[src/rtl/adc_seq_pkg.sv]
package adc_seq_pkg;
    typedef enum logic [1:0] {
        S_IDLE,
        S_CONV,
        S_WRITE
    } seq_state_t;

    localparam logic [1:0] SCAN_FOUR  = 2'b10;
    localparam logic [1:0] SCAN_EIGHT = 2'b11;
endpackage

[src/rtl/adc_sar_search.sv]
module adc_sar_search #(
    parameter int W = 10
) (
    input  logic         clk,
    input  logic         rst_n,
    input  logic         load,
    input  logic         step,
    input  logic         cmp_hi,
    output logic [W-1:0] trial,
    output logic [W-1:0] code,
    output logic         last
);
    logic [W-1:0] mask_q;
    logic [W-1:0] code_q;

    always_ff @(posedge clk or negedge rst_n) begin
        if (!rst_n) begin
            mask_q <= '0;
            code_q <= '0;
        end else if (load) begin
            mask_q <= {1'b1, {(W-1){1'b0}}};
            code_q <= '0;
        end else if (step) begin
            if (cmp_hi) code_q <= code_q | mask_q;
            mask_q <= mask_q >> 1;
        end
    end

    assign trial = code_q | mask_q;
    assign code  = code_q;
    assign last  = mask_q[0];

    // only one bit under test at a time
    assert_mask_onehot_R1: assert property (@(posedge clk) disable iff (!rst_n)
        $onehot0(mask_q));
endmodule

[src/rtl/adc_result_bank.sv]
module adc_result_bank #(
    parameter int W    = 10,
    parameter int CH_W = 4
) (
    input  logic            clk,
    input  logic            rst_n,
    input  logic            we,
    input  logic [CH_W-1:0] wr_ch,
    input  logic [W-1:0]    wr_data,
    input  logic [CH_W-1:0] rd_ch,
    output logic [W-1:0]    rd_data
);
    localparam int NCH = 1 << CH_W;

    logic [W-1:0] mem [NCH];

    always_ff @(posedge clk or negedge rst_n) begin
        if (!rst_n) begin
            for (int i = 0; i < NCH; i++) mem[i] <= '0;
        end else if (we) begin
            mem[wr_ch] <= wr_data;
        end
    end

    assign rd_data = mem[rd_ch];
endmodule

[src/rtl/adc_seq.sv]
module adc_seq
    import adc_seq_pkg::*;
#(
    parameter int RES_W = 10,
    parameter int CH_W  = 4
) (
    input  logic             clk,
    input  logic             rst_n,
    input  logic             ctl_we,
    input  logic             ctl_start,
    input  logic             ctl_irq_en,
    input  logic [1:0]       ctl_scan,
    input  logic [CH_W-1:0]  ctl_chan,
    input  logic             ctl_done,
    input  logic             trig_timer,
    input  logic             trig_ext,
    input  logic             cmp_hi,
    output logic [CH_W-1:0]  smp_ch,
    output logic [RES_W-1:0] dac_code,
    output logic             start_bit,
    output logic             done_flag,
    output logic             irq,
    output logic             res_we,
    output logic [CH_W-1:0]  res_ch,
    output logic [RES_W-1:0] res_data,
    input  logic [CH_W-1:0]  rd_ch,
    output logic [RES_W-1:0] rd_data
);
    localparam logic [CH_W-1:0] CH_ONE = 1;

    seq_state_t       state_q, state_d;
    logic             start_q, done_q, ie_q;
    logic [1:0]       scan_q;
    logic [CH_W-1:0]  chan_q, ch_q, ch_d;
    logic             scan_on, trig;
    logic             sar_load, sar_step, sar_last;
    logic             wr_res, pass_end, auto_clr;
    logic [RES_W-1:0] sar_code;

    assign scan_on = scan_q[1];
    assign trig    = trig_timer | trig_ext;

    function automatic logic [CH_W-1:0] first_ch(input logic [1:0] scan,
                                                  input logic [CH_W-1:0] chan);
        unique case (scan)
            SCAN_FOUR:  first_ch = {chan[CH_W-1:2], 2'b00};
            SCAN_EIGHT: first_ch = {chan[CH_W-1:3], 3'b000};
            default:    first_ch = chan;
        endcase
    endfunction

    function automatic logic group_end(input logic [1:0] scan,
                                       input logic [CH_W-1:0] ch);
        unique case (scan)
            SCAN_FOUR:  group_end = (ch[1:0] == 2'b11);
            SCAN_EIGHT: group_end = (ch[2:0] == 3'b111);
            default:    group_end = 1'b1;
        endcase
    endfunction

    adc_sar_search #(.W(RES_W)) u_search (
        .clk    (clk),
        .rst_n  (rst_n),
        .load   (sar_load),
        .step   (sar_step),
        .cmp_hi (cmp_hi),
        .trial  (dac_code),
        .code   (sar_code),
        .last   (sar_last)
    );

    adc_result_bank #(.W(RES_W), .CH_W(CH_W)) u_bank (
        .clk     (clk),
        .rst_n   (rst_n),
        .we      (wr_res),
        .wr_ch   (ch_q),
        .wr_data (sar_code),
        .rd_ch   (rd_ch),
        .rd_data (rd_data)
    );

    // State register
    always_ff @(posedge clk or negedge rst_n) begin
        if (!rst_n) begin
            state_q <= S_IDLE;
            ch_q    <= '0;
        end else begin
            state_q <= state_d;
            ch_q    <= ch_d;
        end
    end

    // Transitions and per-state outputs
    always_comb begin
        state_d  = state_q;
        ch_d     = ch_q;
        sar_load = 1'b0;
        sar_step = 1'b0;
        wr_res   = 1'b0;
        pass_end = 1'b0;
        auto_clr = 1'b0;
        unique case (state_q)
            S_IDLE: begin
                if (start_q) begin
                    state_d  = S_CONV;
                    ch_d     = first_ch(scan_q, chan_q);
                    sar_load = 1'b1;
                end
            end
            S_CONV: begin
                if (!start_q) begin
                    state_d = S_IDLE;
                end else begin
                    sar_step = 1'b1;
                    if (sar_last) state_d = S_WRITE;
                end
            end
            S_WRITE: begin
                if (!start_q) begin
                    state_d = S_IDLE;
                end else begin
                    wr_res = 1'b1;
                    if (!scan_on) begin
                        auto_clr = 1'b1;
                        pass_end = 1'b1;
                        state_d  = S_IDLE;
                    end else begin
                        sar_load = 1'b1;
                        state_d  = S_CONV;
                        if (group_end(scan_q, ch_q)) begin
                            pass_end = 1'b1;
                            ch_d     = first_ch(scan_q, chan_q);
                        end else begin
                            ch_d = ch_q + CH_ONE;
                        end
                    end
                end
            end
            default: state_d = S_IDLE;
        endcase
    end

    // Control register: write beats trigger, trigger beats self-clear
    always_ff @(posedge clk or negedge rst_n) begin
        if (!rst_n) begin
            start_q <= 1'b0;
            done_q  <= 1'b0;
            ie_q    <= 1'b0;
            scan_q  <= 2'b00;
            chan_q  <= '0;
        end else begin
            if (ctl_we)        start_q <= ctl_start;
            else if (trig)     start_q <= 1'b1;
            else if (auto_clr) start_q <= 1'b0;

            if (pass_end)                done_q <= 1'b1;
            else if (ctl_we && !ctl_done) done_q <= 1'b0;

            if (ctl_we) begin
                ie_q   <= ctl_irq_en;
                scan_q <= ctl_scan;
                chan_q <= ctl_chan;
            end
        end
    end

    assign smp_ch    = ch_q;
    assign start_bit = start_q;
    assign done_flag = done_q;
    assign irq       = done_q & ie_q;
    assign res_we    = wr_res;
    assign res_ch    = ch_q;
    assign res_data  = sar_code;

    assert_done_from_write_R4: assert property (@(posedge clk) disable iff (!rst_n)
        $rose(done_q) |-> $past(state_q) == S_WRITE);

    assert_abort_to_idle_R6: assert property (@(posedge clk) disable iff (!rst_n)
        (state_q == S_CONV && !start_q) |=> state_q == S_IDLE);

    assert_single_self_clear_R2: assert property (@(posedge clk) disable iff (!rst_n)
        (state_q == S_WRITE && start_q && !scan_on && !ctl_we && !trig) |=> !start_q);

    assert_four_group_R7: assert property (@(posedge clk) disable iff (!rst_n)
        (state_q != S_IDLE && scan_q == SCAN_FOUR && !$past(ctl_we))
            |-> ch_q[CH_W-1:2] == chan_q[CH_W-1:2]);

    assert_eight_group_R8: assert property (@(posedge clk) disable iff (!rst_n)
        (state_q != S_IDLE && scan_q == SCAN_EIGHT && !$past(ctl_we))
            |-> ch_q[CH_W-1:3] == chan_q[CH_W-1:3]);
endmodule

[config.mk]
export PLATFORM = sky130hd
export DESIGN_NAME = adc_seq
export DESIGN_NICKNAME = d
export VERILOG_FILES = /design/src/rtl/adc_seq_pkg.sv /design/src/rtl/adc_sar_search.sv /design/src/rtl/adc_result_bank.sv /design/src/rtl/adc_seq.sv
export SDC_FILE = /design/constraint.sdc
export NUM_CORES = 1
export LEC_CHECK = 0
export BUFFER_PORTS_ARGS = -buffer_cell sky130_fd_sc_hd__buf_2
export CAP_MARGIN = 40
export CORE_MARGIN = 8
export CORE_UTILIZATION = 50
export CTS_CLUSTER_DIAMETER = 150
export DETAILED_ROUTE_END_ITERATION = 12
export PLACE_DENSITY_LB_ADDON = 0.25
export SLEW_MARGIN = 10
export SYNTH_ARGS = -nofsm -noshare
export SYNTH_HDL_FRONTEND = slang
export SYNTH_SLANG_ARGS = --single-unit
[constraint.sdc]
create_clock -name clk -period 4.39 [get_ports clk]
set_clock_uncertainty 0.05 [all_clocks]
set_input_delay 1.0975 -clock clk [delete_from_list [all_inputs] [get_ports clk]]
set_output_delay 1.0975 -clock clk [all_outputs]
set_load 0.01 [all_outputs]
==> impl_metrics.toml <==
[outcome]
run_status = "complete, no violations"

[sta]
rsz0062_at_grt = "false"
post-route-min-period_ns = 3.746
slew_violations = 0
worstMarginPinSlew_ns = 0.8573
setup_viol_count_final = 0
slew_headroom = 0.4285
finalCritPeriodShare = 0.8534
setup_ws_ns = 0.6435
hold_viol_final = 0
fmax_mhz = 266.9
finalSetupTns_ns = 0

[setup_path]
ff2ff_path_depth = 6
path_class = "in2out"
start_kind = "input pin"
rr_endpoint = "res_ch[3]"
r2r-start = "res_ch[0]"
endpoint = "rd_data[8]"
cp-startpoint = "rd_ch[0]"
critPathRequiredTime_ns = 3.24
end_kind = "primary output"
cp.arrival_ns = 2.60
cp_max_fo = 40
rrSetupSlack_ns = 2.23

[clock_tree]
clk_path_buf_depth = 2
clk_pin_slew_worst_paths_ns = 0.06
cts-hold-fix-buffers = 0
cts_setup_buffers = 0
htreeDepth = 4
cts_tree = "yes"
worstSkewPairLatency_ns = 0.43
cts.sinks = 195
ctsResizeCount = 0
cts_buffers = 17
cts_root_buf = "clkbuf_16"

[global_routing]
grt_pass1_vias = 5681
grt_max_degree = 94
grt.total_usage = 0.1868
grt_overflow = 0
antenna_found_initial = 0
grt_first_pass_wirelength_mm = 33.80

[power_and_ir_drop]
power_frac_seq = 0.465
switchingPower_mw = 1.413
irDropWorstVdd_v = 0.0003230
pwr_density_cell_mw_per_mm2 = 429.5
p_clk_frac = 0.357
p_leak_nw = 5.248
p_sw_frac = 0.3147
p_int_mw = 3.077
comb_power_share = 0.179

[floorplan]
die_h_microns = 152.4
io_pins = 61
die-area_sq_mm = 0.02323
start_util = 0.5042
rows = 50
die_w_microns = 152.4
core_sq_mm = 0.01846

[logic_synthesis]
synthDistinctLibCells = 39
synthCells = 581
synth-seq-cells = 195
synth_seq_area_share = 0.5244
syn_nets = 605
synthTopCellsByArea = "dfrtp_1 (52%), mux2_2 (11%), mux2_4 (11%), mux4_2 (9.7%), nor2_8 (2.6%)"
yosysTopAreaCell = "dfrtp_1"
synth_edf_count = 0
synth_area_sq_mm = 0.009305
synth.avg_cell_area_sq_um = 16.02
synth-main-ff-cell = "dfrtp_1"
yosysTopAreaCellShare = 0.5244
synthArstFlopShare = 1.000
synth_warnings = 0

[final_layout]
num_antenna_cells = 0
syn_to_final_growth_pct = 12.33
finalInstanceArea_sq_mm = 0.01045
drive_gt1_frac = 0.5284
mostFrequentLayoutCells = "dfrtp_1 (195), mux2_2 (95), mux2_4 (70), buf_2 (59), mux4_2 (40)"
nets = 662
layout_commonest_cell = "dfrtp_1"

[placed_design]
placed_area_sq_mm = 0.009843
place_congestion = 0.7911
dp_slack_ns = 0.6353
place_hpwl_mm = 13.47
io_buffer_count = 60

[detailed_routing]
drtIter0Drc = 320
vias = 5224
drt_pre_antenna_iters = 4
wire_per_inst_microns = 23.35
ant_nets = 0
viasPerCell = 5.903
finalWirelength_mm = 20.66
drc = 0

[worst_hold_path]
hold_path.class = "reg2reg"

[run]
cap_violations = 0
## Yosys cell counts (8+ instances only)
cell type  instances
a21oi_1           12
a22o_1             8
a22oi_1           21
clkbuf_1          17
dfrtp_1          195
mux2_2            95
mux2_4            70
mux4_2            40
nand2_1           14
nor2_1            16
nor2_8            12
or2_2             10
## metrics by stage
stage          total power, mW    util  instances  hold slack [ns]
2_1_floorplan            2.634       -        581           0.4220
3_3_place_gp             2.905  0.5334        853           0.4322
3_5_place_dp             2.929  0.5334        853           0.4379
4_1_cts                  4.530  0.5664        885           0.4560
5_1_grt                  4.683  0.5664        885           0.4630
6_report                 4.490  0.5664        885           0.4504
## final cells by class
class | count | area, sq um
Inverter | 7 | 26.28
Clock inverter | 14 | 180.2
Fill cell | 1429 | 8003
Timing Repair Buffer | 72 | 436.7
Tap cell | 234 | 292.8
Multi-Input combinational cell | 345 | 4208
Sequential cell | 195 | 4880
Clock buffer | 18 | 429.2
## how the worst min path moves through the flow
stage               startpoint               to  slack (ns)  cells after the start
5_1_grt        u_bank.mem[120]  u_bank.mem[120]        0.46                      1
2_1_floorplan             ie_q             ie_q        0.42                      1
4_1_cts         u_bank.mem[11]   u_bank.mem[11]        0.46                      1
3_5_place_dp    u_bank.mem[56]   u_bank.mem[56]        0.44                      1
6_report        u_bank.mem[98]   u_bank.mem[98]        0.45                      1
3_3_place_gp   u_bank.mem[133]  u_bank.mem[133]        0.43                      1
## cell families (layout without fill, tap and decap cells)
family | Yosys count | after routing | synth area share
flops | 195 | 195 | 0.5244
fa+ha+maj | 5 | 5 | 0.006723
buf+inv | 41 | 111 | 0.02340
simple gates | 79 | 79 | 0.07718
mux | 209 | 209 | 0.3290
compound gates | 52 | 52 | 0.03926
## worst max-delay path: stages
cell and delay (ns):
buf_2 0.10, buf_12 0.30, mux4_2 0.55, a22oi_1 0.24, nand2_1 0.12, buf_2 0.16
## routing by layer
layer / GRT usage / routed length, microns / vias up
li1: - / - / 2253
met1: 0.2510 / 9191 / 2825
met2: 0.2963 / 10090 / 120
met3: 0.04339 / 1053 / 26
met4: 0.05891 / 327 / 0
met5: 0 / 0 / -
## sequential cells by signal (all words and copies together) (netlist names)
| register | flops |
|---|---|
| start_bit | 1 |
| ie_q | 1 |
| scan_q | 2 |
| res_ch | 4 |
| u_bank.mem | 160 |
| u_search.mask_q | 10 |
| state_q | 2 |
| u_search.code | 10 |
| chan_q | 4 |
| done_flag | 1 |
## power groups by stage
stage	sequential, mW	clock (mW)	combinational [mW]
floorplan	2.06	0	0.576
global placement	2.11	0	0.795
detailed placement	2.12	0	0.812
CTS	2.08	1.63	0.817
global route	2.11	1.69	0.879
finish	2.09	1.60	0.802
No activity file was read; power rests on OpenSTA's default activity.
